<file path="config.mk">
export PLATFORM = sky130hd
export DESIGN_NAME = pwm_switch_router
export DESIGN_NICKNAME = d
export VERILOG_FILES = /design/src/rtl/pwm_sw_pkg.sv /design/src/rtl/pwm_sw_prescaler.sv /design/src/rtl/pwm_sw_core.sv /design/src/rtl/pwm_sw_route.sv /design/src/rtl/pwm_switch_router.sv
export SDC_FILE = /design/constraint.sdc
export NUM_CORES = 1
export LEC_CHECK = 0
export ABC_AREA = 1
export ABC_CLOCK_PERIOD_IN_PS = 1740
export BUFFER_PORTS_ARGS = -buffer_cell sky130_fd_sc_hd__buf_2
export CAP_MARGIN = 25
export CORE_ASPECT_RATIO = 1.1
export CORE_MARGIN = 2
export CORE_UTILIZATION = 25
export DETAILED_ROUTE_END_ITERATION = 8
export PLACE_DENSITY = 0.43
export SLEW_MARGIN = 20
export SYNTH_ARGS = -nofsm -noshare
export SYNTH_HDL_FRONTEND = slang
export SYNTH_SLANG_ARGS = --single-unit
</file>
<file path="constraint.sdc">
create_clock -name clk_i -period 1.74 [get_ports clk_i]
set_input_delay 0 -clock clk_i [delete_from_list [all_inputs] [get_ports clk_i]]
set_output_delay 0 -clock clk_i [all_outputs]
set_load 0.02 [all_outputs]
</file>
<file path="src/rtl/pwm_sw_pkg.sv">
package pwm_sw_pkg;

  typedef enum logic [2:0] {
    FS_F1 = 3'd0,
    FS_F2 = 3'd1,
    FS_F4 = 3'd2,
    FS_S1 = 3'd3,
    FS_S2 = 3'd4,
    FS_S3 = 3'd5,
    FS_S4 = 3'd6,
    FS_S5 = 3'd7
  } fsel_e;

  typedef struct packed {
    logic  en;
    fsel_e fsel;
    logic  swa_hi;
    logic  swa_lo;
  } pwm_cfg_t;

  function automatic logic fsel_is_fast(fsel_e f);
    return (f == FS_F1) || (f == FS_F2) || (f == FS_F4);
  endfunction

endpackage

</file>
<file path="src/rtl/pwm_sw_prescaler.sv">
module pwm_sw_prescaler
  import pwm_sw_pkg::*;
#(
  parameter int unsigned S_LOG2_A = 2,
  parameter int unsigned S_LOG2_B = 5,
  parameter int unsigned S_LOG2_C = 7,
  parameter int unsigned S_LOG2_D = 10
) (
  input  logic  clk_i,
  input  logic  rst_ni,
  input  logic  run_i,
  input  logic  slow_clk_i,
  input  fsel_e fsel_i,
  output logic  tick_o
);

  localparam int unsigned SLOW_W = S_LOG2_D;
  localparam int unsigned SYNC_N = 3;
  localparam logic [SLOW_W-1:0] MASK_A = SLOW_W'((1 << S_LOG2_A) - 1);
  localparam logic [SLOW_W-1:0] MASK_B = SLOW_W'((1 << S_LOG2_B) - 1);
  localparam logic [SLOW_W-1:0] MASK_C = SLOW_W'((1 << S_LOG2_C) - 1);
  localparam logic [SLOW_W-1:0] MASK_D = SLOW_W'((1 << S_LOG2_D) - 1);

  logic [SYNC_N-1:0] sync_q;
  logic              slow_edge;
  logic [1:0]        fast_q;
  logic [SLOW_W-1:0] slow_q;

  // two flops for metastability, third for edge detect
  always_ff @(posedge clk_i or negedge rst_ni) begin
    if (!rst_ni) sync_q <= '0;
    else         sync_q <= {sync_q[SYNC_N-2:0], slow_clk_i};
  end

  assign slow_edge = sync_q[SYNC_N-2] & ~sync_q[SYNC_N-1];

  always_ff @(posedge clk_i or negedge rst_ni) begin
    if (!rst_ni) begin
      fast_q <= '0;
      slow_q <= '0;
    end else if (!run_i) begin
      fast_q <= '0;
      slow_q <= '0;
    end else begin
      fast_q <= fast_q + 2'd1;
      if (slow_edge) slow_q <= slow_q + 1'b1;
    end
  end

  always_comb begin
    unique case (fsel_i)
      FS_F1:   tick_o = 1'b1;
      FS_F2:   tick_o = fast_q[0];
      FS_F4:   tick_o = &fast_q;
      FS_S1:   tick_o = slow_edge;
      FS_S2:   tick_o = slow_edge && ((slow_q & MASK_A) == MASK_A);
      FS_S3:   tick_o = slow_edge && ((slow_q & MASK_B) == MASK_B);
      FS_S4:   tick_o = slow_edge && ((slow_q & MASK_C) == MASK_C);
      default: tick_o = slow_edge && ((slow_q & MASK_D) == MASK_D);
    endcase
    tick_o = tick_o & run_i;
  end

endmodule

</file>
<file path="src/rtl/pwm_sw_core.sv">
module pwm_sw_core #(
  parameter int unsigned CNT_W = 8
) (
  input  logic             clk_i,
  input  logic             rst_ni,
  input  logic             run_i,
  input  logic             tick_i,
  input  logic [CNT_W-1:0] duty_i,
  output logic             pwm_o,
  output logic [CNT_W-1:0] cnt_o,
  output logic [CNT_W-1:0] duty_o,
  output logic             wrap_o
);

  localparam logic [CNT_W-1:0] CNT_MAX = '1;

  logic [CNT_W-1:0] cnt_q;
  logic [CNT_W-1:0] duty_q;

  assign wrap_o = run_i & tick_i & (cnt_q == CNT_MAX);

  // shadow duty follows input while idle, then only at period wrap
  always_ff @(posedge clk_i or negedge rst_ni) begin
    if (!rst_ni) begin
      cnt_q  <= '0;
      duty_q <= '0;
    end else if (!run_i) begin
      cnt_q  <= '0;
      duty_q <= duty_i;
    end else if (tick_i) begin
      cnt_q <= cnt_q + 1'b1;
      if (wrap_o) duty_q <= duty_i;
    end
  end

  assign pwm_o  = run_i & (cnt_q < duty_q);
  assign cnt_o  = cnt_q;
  assign duty_o = duty_q;

endmodule

</file>
<file path="src/rtl/pwm_sw_route.sv">
module pwm_sw_route #(
  parameter int unsigned N_SPDT = 2
) (
  input  logic              en_i,
  input  logic              pwm_i,
  input  logic              swa_hi_i,
  input  logic              swa_lo_i,
  input  logic [N_SPDT-1:0] spd_i,
  output logic              swa_o,
  output logic              swa_vld_o,
  output logic [N_SPDT-1:0] spdt_o,
  output logic [N_SPDT-1:0] spdt_vld_o
);

  assign swa_vld_o = en_i & (swa_hi_i ^ swa_lo_i);
  assign swa_o     = swa_vld_o & (swa_hi_i ? pwm_i : ~pwm_i);

  for (genvar g = 0; g < N_SPDT; g++) begin : g_spdt
    assign spdt_vld_o[g] = en_i & spd_i[g];
    assign spdt_o[g]     = spdt_vld_o[g] & pwm_i;
  end

endmodule

</file>
<file path="src/rtl/pwm_switch_router.sv">
module pwm_switch_router
  import pwm_sw_pkg::*;
#(
  parameter int unsigned CNT_W    = 8,
  parameter int unsigned N_SPDT   = 2,
  parameter int unsigned S_LOG2_A = 2,
  parameter int unsigned S_LOG2_B = 5,
  parameter int unsigned S_LOG2_C = 7,
  parameter int unsigned S_LOG2_D = 10
) (
  input  logic              clk_i,
  input  logic              rst_ni,
  input  logic              slow_clk_i,
  input  logic              sleep_i,
  input  logic              cfg_we_i,
  input  logic              cfg_en_i,
  input  logic [2:0]        cfg_fsel_i,
  input  logic              cfg_swa_hi_i,
  input  logic              cfg_swa_lo_i,
  input  logic [N_SPDT-1:0] cfg_spd_i,
  input  logic [CNT_W-1:0]  cfg_duty_i,
  output logic              pwm_o,
  output logic              unavail_o,
  output logic              swa_o,
  output logic              swa_vld_o,
  output logic [N_SPDT-1:0] spdt_o,
  output logic [N_SPDT-1:0] spdt_vld_o
);

  pwm_cfg_t          cfg_q;
  logic [N_SPDT-1:0] spd_q;
  logic [CNT_W-1:0]  duty_q;
  logic              run_q;
  logic              run;
  logic              tick;
  logic              wrap;
  logic [CNT_W-1:0]  cnt;
  logic [CNT_W-1:0]  duty_sh;

  always_ff @(posedge clk_i or negedge rst_ni) begin
    if (!rst_ni) begin
      cfg_q  <= '0;
      spd_q  <= '0;
      duty_q <= '0;
    end else if (cfg_we_i) begin
      cfg_q.en     <= cfg_en_i;
      cfg_q.fsel   <= fsel_e'(cfg_fsel_i);
      cfg_q.swa_hi <= cfg_swa_hi_i;
      cfg_q.swa_lo <= cfg_swa_lo_i;
      spd_q        <= cfg_spd_i;
      duty_q       <= cfg_duty_i;
    end
  end

  assign unavail_o = sleep_i & cfg_q.en & fsel_is_fast(cfg_q.fsel);

  // one-cycle delay lets the shadow duty load before the first period
  always_ff @(posedge clk_i or negedge rst_ni) begin
    if (!rst_ni) run_q <= 1'b0;
    else         run_q <= cfg_q.en;
  end

  assign run = run_q & cfg_q.en & ~unavail_o;

  pwm_sw_prescaler #(
    .S_LOG2_A(S_LOG2_A),
    .S_LOG2_B(S_LOG2_B),
    .S_LOG2_C(S_LOG2_C),
    .S_LOG2_D(S_LOG2_D)
  ) u_presc (
    .clk_i     (clk_i),
    .rst_ni    (rst_ni),
    .run_i     (run),
    .slow_clk_i(slow_clk_i),
    .fsel_i    (cfg_q.fsel),
    .tick_o    (tick)
  );

  pwm_sw_core #(
    .CNT_W(CNT_W)
  ) u_core (
    .clk_i (clk_i),
    .rst_ni(rst_ni),
    .run_i (run),
    .tick_i(tick),
    .duty_i(duty_q),
    .pwm_o (pwm_o),
    .cnt_o (cnt),
    .duty_o(duty_sh),
    .wrap_o(wrap)
  );

  pwm_sw_route #(
    .N_SPDT(N_SPDT)
  ) u_route (
    .en_i      (cfg_q.en),
    .pwm_i     (pwm_o),
    .swa_hi_i  (cfg_q.swa_hi),
    .swa_lo_i  (cfg_q.swa_lo),
    .spd_i     (spd_q),
    .swa_o     (swa_o),
    .swa_vld_o (swa_vld_o),
    .spdt_o    (spdt_o),
    .spdt_vld_o(spdt_vld_o)
  );

endmodule

</file>
==> After elaboration in Yosys (flattened, before gate mapping) <==
Index checks and enable logic that the tools add are counted.
{ "op_classes": {"addsub": 3, "order_cmp": 1, "eq_ne": 14, "n_mux": 10, "bitwise_logic": 19, "reduce_logical": 9} }
{ "op_table": {"columns": ["op", "n"], "rows": [
  ["$mux 8", 5],
  ["$mux 10", 2],
  ["$and 1x1->1", 15],
  ["$add 10x1->10 const B", 1],
  ["$eq 10x10->1 const B", 1],
  ["$eq 3x3->1 const B", 3],
  ["$add 8x1->8 const B", 1],
  ["$eq 8x8->1 const B", 1],
  ["$lt 8x8->1", 1],
  ["$eq 7x7->1 const B", 1],
  ["$pmux 1 s7", 1],
  ["$eq 3x2->1 const B", 2],
  ["$ne 2x2->1 const B", 3],
  ["$eq 5x5->1 const B", 1],
  ["$logic_and 1x1->1", 4],
  ["$reduce_and 2->1", 2],
  ["$eq 3x1->1 const B", 1],
  ["$logic_not 3->1", 1],
  ["$not 1->1", 3],
  ["$add 2x1->2 const B", 1],
  ["$eq 2x2->1 const B", 1],
  ["$logic_or 1x1->1", 2],
  ["$mux 2", 1],
  ["$mux 1", 1],
  ["$xor 1x1->1", 1]
]} }
{ "totals": {"regBits": 48, "input_bits": 21, "word_cells": 68} }

==> Longest topological paths before layout <==
Gate-level depths: netlist (run 1).
{ "logic_depth": {"depth_word": 12, "depth_mapped": 14, "depth_no_buf": 14} }

==> Hierarchy <==
A second synthesis (run 1) with hierarchy kept.
{ "unflattened": {"cells_unflattened": 316, "area_unflattened_um2": 2526.2} }
{ "by_module_without_submodules": {"columns": ["mod", "instances", "cells_per_inst", "area_each_um2"], "rows": [
  ["pwm_sw_core", 1, 128, 969.7],
  ["pwm_sw_prescaler", 1, 97, 784.5],
  ["pwm_switch_router", 1, 74, 696.9],
  ["pwm_sw_route", 1, 17, 75.1]
]} }

==> Worst setup path before layout (run 1) <==
OpenSTA, ideal clock, no wires.
{ "synth_path": {"path_kind": "reg-to-reg", "from": "register u_presc.slow_q[0]", "to": "register u_core.duty_q[0], in the netlist u_core.duty_o[0]", "setup_time_ns": 0.065, "arrival_ns": 1.576, "required_time_ns": 1.675, "path_slack_ns": 0.099, "stages_incl_launch_ff": 15, "cell_sequence": "dfrtp_1 ha_1 inv_2 nor2_4 ha_1 nand2_1 nand2_1 nor2_1 nor2_1 nand2_2 nand2_4 nand2_4 o21bai_4 nand2_1 nand2_1"} }
{ "synth_via": {"elab_chain_len": 8} }
{ "synth_lines": {"columns": ["item", "line", "text"], "rows": [
  ["from (decl)", "pwm_sw_prescaler.sv:27", "logic [SLOW_W-1:0] slow_q;"],
  ["from (signal assigned)", "pwm_sw_prescaler.sv:46", "if (slow_edge) slow_q <= slow_q + 1'b1;"],
  ["$eq 10x10->1 (tied with other cells)", "pwm_sw_prescaler.sv:59", "default: tick_o = slow_edge && ((slow_q & MASK_D) == MASK_D);"],
  ["$logic_and 1x1->1, on equally long branches", null, null],
  ["$pmux 1 s7 *", "pwm_sw_prescaler.sv:51", "unique case (fsel_i)"],
  ["$and 1x1->1 *", "pwm_sw_prescaler.sv:61", "tick_o = tick_o & run_i;"],
  ["$and 1x1->1 (2 in a row)", "pwm_sw_core.sv:20", "assign wrap_o = run_i & tick_i & (cnt_q == CNT_MAX);"],
  ["$ne 2x2->1 (no line)", null, null],
  ["$reduce_and 2->1 (no line) *", null, null],
  ["to (signal assigned)", "pwm_sw_core.sv:29", "duty_q <= duty_i;"],
  ["to (signal assigned)", "pwm_sw_core.sv:32", "if (wrap_o) duty_q <= duty_i;"],
  ["to (decl)", "pwm_sw_core.sv:18", "logic [CNT_W-1:0] duty_q;"]
]} }
Every way passes the cells marked *; elsewhere a longest branch is shown, timed or not.
A chain may end at the register's enable or synchronous reset.

==> Worst setup path in the final report (run 1) <==
{ "layout_path": {"from": "register u_core.cnt_q[6], in the netlist u_core.cnt_o[6]", "to": "output port swa_o"} }
{ "layout_via": {"elab_chain_len": 5} }
{ "layout_lines": {"columns": ["item", "line", "text"], "rows": [
  ["from (decl)", "pwm_sw_core.sv:17", "logic [CNT_W-1:0] cnt_q;"],
  ["from (signal assigned)", "pwm_sw_core.sv:31", "cnt_q <= cnt_q + 1'b1;"],
  ["$lt 8x8->1 *", "pwm_sw_core.sv:36", "assign pwm_o = run_i & (cnt_q < duty_q);"],
  ["$and 1x1->1 *", "pwm_sw_core.sv:36", null],
  ["$not 1->1", "pwm_sw_route.sv:16", "assign swa_o = swa_vld_o & (swa_hi_i ? pwm_i : ~pwm_i);"],
  ["$mux 1 *", "pwm_sw_route.sv:16", null],
  ["$and 1x1->1 *", "pwm_sw_route.sv:16", null],
  ["to (decl)", "pwm_switch_router.sv:24", "output logic swa_o,"]
]} }
Marks and branches as above.

==> results of run 1 <==
-- synthesized netlist by cell type, drive strengths merged (3+ instances only) --
cell | n | area, sq um
mux2 | 12 | 135
xor2 | 6 | 52.6
inv | 39 | 146
a21oi | 7 | 35.0
nor2 | 28 | 130
ha | 11 | 138
nand2 | 69 | 289
nand4 | 8 | 56.3
o21ai | 17 | 85.1
nand3 | 22 | 110
dfrtp | 48 | 1200
nor3 | 3 | 20.0
-- logic make-up (layout without fill, tap and decap cells) --
family / Yosys count / count (layout) / synth area share
and+or+nand+nor: 133 / 134 / 0.253
AOI/OAI and AO/OA: 27 / 27 / 0.0627
adders and majority gates: 11 / 11 / 0.0556
muxes: 12 / 12 / 0.0546
DFF: 48 / 48 / 0.486
buffers and inverters: 43 / 114 / 0.0673
xor gates and xnor gates: 6 / 6 / 0.0212
-- power breakdown --
group,switching [uW],total (uW),internal [uW]
logic,244,438,194
clock network,394,667,273
registers,45.7,1230,1190
total,684,2340,1660
-- what timing repair did --
item	in CTS	in global routing
hold buffers	18	0
buffers inserted	4	7
gates cloned	0	1
pin swaps	11	14
hold endpoints to repair	39	0
endpoints found under the setup margin	13	20
resized for setup	8	30
-- layer usage --
metal / vias to the layer above / wire length [um] / global-route usage
met3: 6 / 140 / 0.0252
met1: 944 / 2640 / 0.137
met4: 0 / 95 / 0.0411
met2: 22 / 2650 / 0.181
li1: 1048 / - / -
met5: - / 0 / 0
-- worst max-delay path, stage by stage (launching register included) --
cell and delay, ns:
sky130_fd_sc_hd__dfrtp_2 0.45, sky130_fd_sc_hd__ha_1 0.28, sky130_fd_sc_hd__nand2_1 0.06, sky130_fd_sc_hd__o21a_1 0.19, sky130_fd_sc_hd__buf_4 0.13, sky130_fd_sc_hd__nand4_1 0.08
sky130_fd_sc_hd__nand2_1 0.06, sky130_fd_sc_hd__nor2_1 0.09, sky130_fd_sc_hd__buf_4 0.15
-- flip-flops by register name, summed over array words and instances (netlist names) --
signal,flops
run_q,1
u_core.cnt_o,8
u_presc.slow_q,10
u_presc.sync_q,3
u_presc.fast_q,2
spd_q,2
duty_q,8
u_core.duty_o,8
cfg_q,6
-- cell type report --
type | instances | area [sq um] | area share
Timing Repair Buffer | 68 | 531 | 0.158
Clock inverter | 2 | 12.5 | 0.00373
Multi-Input combinational cell | 190 | 1250 | 0.371
Tap cell | 120 | 150 | 0.0447
Clock buffer | 5 | 68.8 | 0.0205
Sequential cell | 48 | 1200 | 0.358
Inverter | 39 | 146 | 0.0436
-- worst min-delay path by stage --
stage | start | end | slack [ns] | cells past startpoint
2_1_floorplan | rst_ni | cfg_q[0] | -0.30 | 0
3_3_place_gp | rst_ni | u_presc.sync_q[1] | 0.02 | 1
3_5_place_dp | rst_ni | u_presc.sync_q[1] | 0.02 | 1
4_1_cts | cfg_we_i | cfg_q[1] | 0.14 | 3
5_1_grt | cfg_we_i | cfg_q[5] | 0.18 | 3
6_report | cfg_we_i | cfg_q[1] | 0.13 | 3
-- stage by stage --
stage                     worst slack [ns]  TNS (ns)  std cells   util
after CTS                           -0.106    -0.495        464  0.325
after detailed placement           -0.0274    -0.152        435  0.291
after floorplan                     0.0988         0        280      -
final                              -0.0577    -0.448        472  0.344
after global routing                -0.200     -2.71        472  0.344
after global placement             -0.0130   -0.0628        435  0.291
==> results.cfg, run 1 <==
[grt]
grt.overflow.total = 0
grt_start_max_net_pins = 27
groute.usage.overall = 0.109
number_of_global_route_vias_before_repair = 1971
grt_pass1_wl_um = 9270
grt_antenna_before_repair = 0

[synth]
mappedNetlistArea_sq_um = 2470
synth_sequential_area_ratio = 0.486
post_synthesis_sequential_element_count = 48
synth_fp_nets = 312
number_of_library_cell_types_mapped_by_synthesis = 28
asyncSetResetFlopFracSynth = 1.00
synthesis.yosys.warnings = 0
number_of_standard_cells_after_synthesis = 280
postSynthAreaPerCell_sq_um = 8.83
number_of_flops_mapped_to_enable_cells_by_yosys = 0
most_common_flop_cell_mapped_by_yosys = sky130_fd_sc_hd__dfrtp_1

[route]
ant_nets = 0
route.detailed.vias_per_inst = 4.28
routedWlPerCell_um = 11.7
drtIter0Drc = 43
drc = 0
wirelength_um = 5520
route.vias.total = 2020
drtPass1Iterations = 4

[timing]
final.min_clock_period_ns = 1.80
timing.final.setup_violations = 15
rsz_0062_raised_after_global_routing = yes
final_critical_path_setup_slack_ns = -0.0577
tightest_slew_ns = 0.545
normalized_max_slew_margin = 0.637
hold_ws_ns = 0.135
min_period_over_period = 1.03
achievable-frequency_mhz = 556
hold_viol = 0
clock_skew_after_layout_ns = 0.00569
fin_max_slew_vios = 0

[final_layout]
syn_to_final_growth_pct = 35.7
number_of_nets_in_the_layout = 384
n_antenna_cell = 0
fill_cells = 997
final_cell_mix = 57 x sky130_fd_sc_hd__nand2_1, 47 x sky130_fd_sc_hd__dfrtp_1, 34 x sky130_fd_sc_hd__inv_1
finalInstanceArea_sq_um = 3360
final_common_cell = sky130_fd_sc_hd__nand2_1
final_layout_size_suffix_gt1_frac = 0.313

[power]
p_leak_uw = 0.00159
post-layout-total-power_uw = 2340
power_per_cell_area_nw_per_um2 = 697
irDropWorstVdd_v = 0.000486

[setup_path]
crit_path_max_fanout = 5
worst_r2r_endpoint = u_core.duty_o[7]
worstRegToRegCells = 14
crit_required_ns = 1.74
cp_data_arrival_time_ns = 1.80
critPathCapture = swa_o
crit_path_start_kind = flip-flop
timing.critical_path.to_type = output port
r2r_startpoint = u_presc.slow_q[1]
critical_path_class = flip-flop to output port
rrSetupSlack_ns = -0.05
startpoint = u_core.cnt_o[6]

[floorplanning]
die_height_um = 108
design.die.area_sq_um = 10700
floorplan.initialDensity = 0.254
coreArea_sq_um = 9750
die-width_um = 98.8
i_o_pin_count = 29
core.rowCount = 38

[job]
maxCapViolations = 0

[clock_network]
clkSlewWorstSetupHoldPaths_ns = 0.09
ctsRootBufferMaster = sky130_fd_sc_hd__clkbuf_8
h-tree-depth = 2
skew_pair_late_insertion_delay_ns = 0.31
clk_path_buf_depth = 2
clkSinkCount = 48
cts_tree = done
cts_made_buffers = 5

[placement]
hpwl_um = 3890
placedInstanceArea_sq_um = 2840
port-buffer-count = 28
last_weighted_congestion_value_of_the_routability_driven_placer = 0.726

[outcome]
outcome = complete, but fails checks
failed_checks = negative setup slack

[worst_hold_path]
min_path_type = input pin to flip-flop
No activity file was read; power rests on OpenSTA's default activity.
==> inputs of run 2 (changes only) <==
- PLACE_DENSITY: 0.43 -> 0.47
==> run 2 against run 1 <==
- register-to-register slack hardly changed
- combinational power is 11% higher
- non-clock buffer count is 11 higher
- global-route usage is 0.20 points higher
- core utilization is 1.2 points higher
- design area is 3.5% higher
- sequential power hardly changed
- the flow still finishes with violations (negative setup slack)
==> results.cfg, run 2 (same netlist as run 1, synthesis figures left out) <==
[timing]
tns_ns = -0.815
hold_viol = 0
achievable-frequency_mhz = 554
clock_skew_after_layout_ns = 0.00785
min_period_over_period = 1.04
final.min_clock_period_ns = 1.80
normalized_max_slew_margin = 0.644
tightest_slew_ns = 0.534
final_critical_path_setup_slack_ns = -0.0646
hold_ws_ns = 0.120
timing.final.setup_violations = 19
rsz_0062_raised_after_global_routing = yes
fin_max_slew_vios = 0

[floorplanning]
coreArea_sq_um = 9750
core.rowCount = 38
floorplan.initialDensity = 0.254
die_height_um = 108
design.die.area_sq_um = 10700
i_o_pin_count = 29
die-width_um = 98.8

[setup_path]
crit_path_max_fanout = 4
crit_required_ns = 1.98
critical_path_class = flip-flop to flip-flop
critical_path_buf_inv_count = 2
cpMaxStageDelayCell = sky130_fd_sc_hd__dfrtp_1
startpoint = u_presc.slow_q[1]
path_cells = ha_2, inv_2, nor2_4, ha_4, nand2_2, nand2_1, nor2_1, nor2_1, nand2_2, nand2_4, nand2_8, buf_4, nor2_4, nand2_1, o21ai_1
crit_path_start_kind = flip-flop
cp_data_arrival_time_ns = 2.05
critPathTopFamily = simple AND/OR/NAND/NOR gates
r2r_startpoint = u_presc.slow_q[1]
timing.critical_path.to_type = flip-flop
largest_stage_delay_worst_path_ns = 0.37

[final_layout]
number_of_nets_in_the_layout = 395
n_antenna_cell = 0
multiInputGateArea_sq_um = 1260
final_layout_size_suffix_gt1_frac = 0.335
syn_to_final_growth_pct = 40.5
fill_cells = 1002
regMostFlops = u_presc.slow_q
regArea_sq_um = 1200
final_common_cell = sky130_fd_sc_hd__nand2_1
final_cell_mix = 58 x sky130_fd_sc_hd__nand2_1, 47 x sky130_fd_sc_hd__dfrtp_1, 33 x sky130_fd_sc_hd__inv_1
largest_register_ff_count = 10

[grt]
grt_pass1_wl_um = 9460
groute.usage.overall = 0.111
number_of_global_route_vias_before_repair = 2070
grt_start_max_net_pins = 30
grt_antenna_before_repair = 0
grt.overflow.total = 0

[route]
route.vias.total = 2131
routedWlPerCell_um = 11.7
drtIter0Drc = 55
drc = 0
route.detailed.vias_per_inst = 4.40
wirelength_um = 5660
drtPass1Iterations = 4
ant_nets = 0

[placement]
port-buffer-count = 28
last_weighted_congestion_value_of_the_routability_driven_placer = 0.828
hpwl_um = 3840
dp_worst_setup_slack_ns = -0.0424

[clock_network]
clk_path_buf_depth = 2
h-tree-depth = 2
cts_made_buffers = 5
clkSinkCount = 48
ctsRootBufferMaster = sky130_fd_sc_hd__clkbuf_8
skew_pair_late_insertion_delay_ns = 0.32
cts_tree = done
clkSlewWorstSetupHoldPaths_ns = 0.09

[outcome]
outcome = complete, but fails checks
failed_checks = negative setup slack

[job]
maxCapViolations = 0

[worst_hold_path]
min_delay_src = cfg_we_i
min_path_type = input pin to flip-flop

[power]
p_leak_uw = 0.00164
power_per_cell_area_nw_per_um2 = 701
irDropWorstVdd_v = 0.000577
run 2: cell count changes in the layout (fill, tap and decap cells not counted), sizes merged:
cell,change
clkbuf,+2
clkinv,-1
buf,+11
run 2: cell type report:
cell class	count	area share
multi-input cells	190	0.363
flip-flops and latches	48	0.346
repair buffers	79	0.179
well taps	120	0.0432
inverters	39	0.0421
clock buffers	7	0.0248
clock inverters	1	0.00216
run 2: final timing paths:
kind	to	slack [ns]	cells after the start
setup / recovery	u_core.cnt_o[0]	-0.06	15
hold / removal	cfg_q[1]	0.12	3
setup reg to reg	u_core.cnt_o[0]	-0.06	15
hold reg to reg	u_presc.sync_q[1]	0.37	0
max in group asynchronous	u_core.cnt_o[6]	0.99	3
min in group asynchronous	u_core.cnt_o[4]	0.20	2
run 2: layer usage:
metal	vias to the layer above	global-route usage	routed length, um
li1	1067	-	-
met1	1025	0.136	2590
met2	32	0.191	2820
met3	7	0.0252	159
met4	0	0.0382	94
met5	-	0	0
run 2: what timing repair did:
action / 4_1_cts / 5_1_grt
cloned: 0 / 1
endpoints found under the hold margin: 36 / 0
resized for setup: 6 / 35
pin swaps: 7 / 27
setup endpoints to repair: 17 / 20
hold buffers: 18 / 0
setup buffers: 3 / 19
run 2: worst reg2reg max path, stage by stage (launching register included):
cell and delay [ns]:
sky130_fd_sc_hd__dfrtp_1 0.37, sky130_fd_sc_hd__ha_2 0.19, sky130_fd_sc_hd__inv_2 0.05, sky130_fd_sc_hd__nor2_4 0.10, sky130_fd_sc_hd__ha_4 0.14, sky130_fd_sc_hd__nand2_2 0.04, sky130_fd_sc_hd__nand2_1 0.05, sky130_fd_sc_hd__nor2_1 0.04
sky130_fd_sc_hd__nor2_1 0.11, sky130_fd_sc_hd__nand2_2 0.08, sky130_fd_sc_hd__nand2_4 0.09, sky130_fd_sc_hd__nand2_8 0.06, sky130_fd_sc_hd__buf_4 0.15, sky130_fd_sc_hd__nor2_4 0.13, sky130_fd_sc_hd__nand2_1 0.06, sky130_fd_sc_hd__o21ai_1 0.07
run 2: through the flow:
stage | cell area (sq um) | total power, uW | cells | utilization
6_report | 3480 | 2440 | 484 | 0.357
5_1_grt | 3480 | 2590 | 484 | 0.357
4_1_cts | 3150 | 2360 | 464 | 0.324
3_5_place_dp | 2840 | 1600 | 435 | 0.291
3_3_place_gp | 2840 | 1590 | 435 | 0.291
2_1_floorplan | 2470 | 1470 | 280 | -
run 2: power breakdown:
part,internal (uW),switching (uW)
logic,232,254
registers,1190,47.1
clock network,324,391
total,1740,692
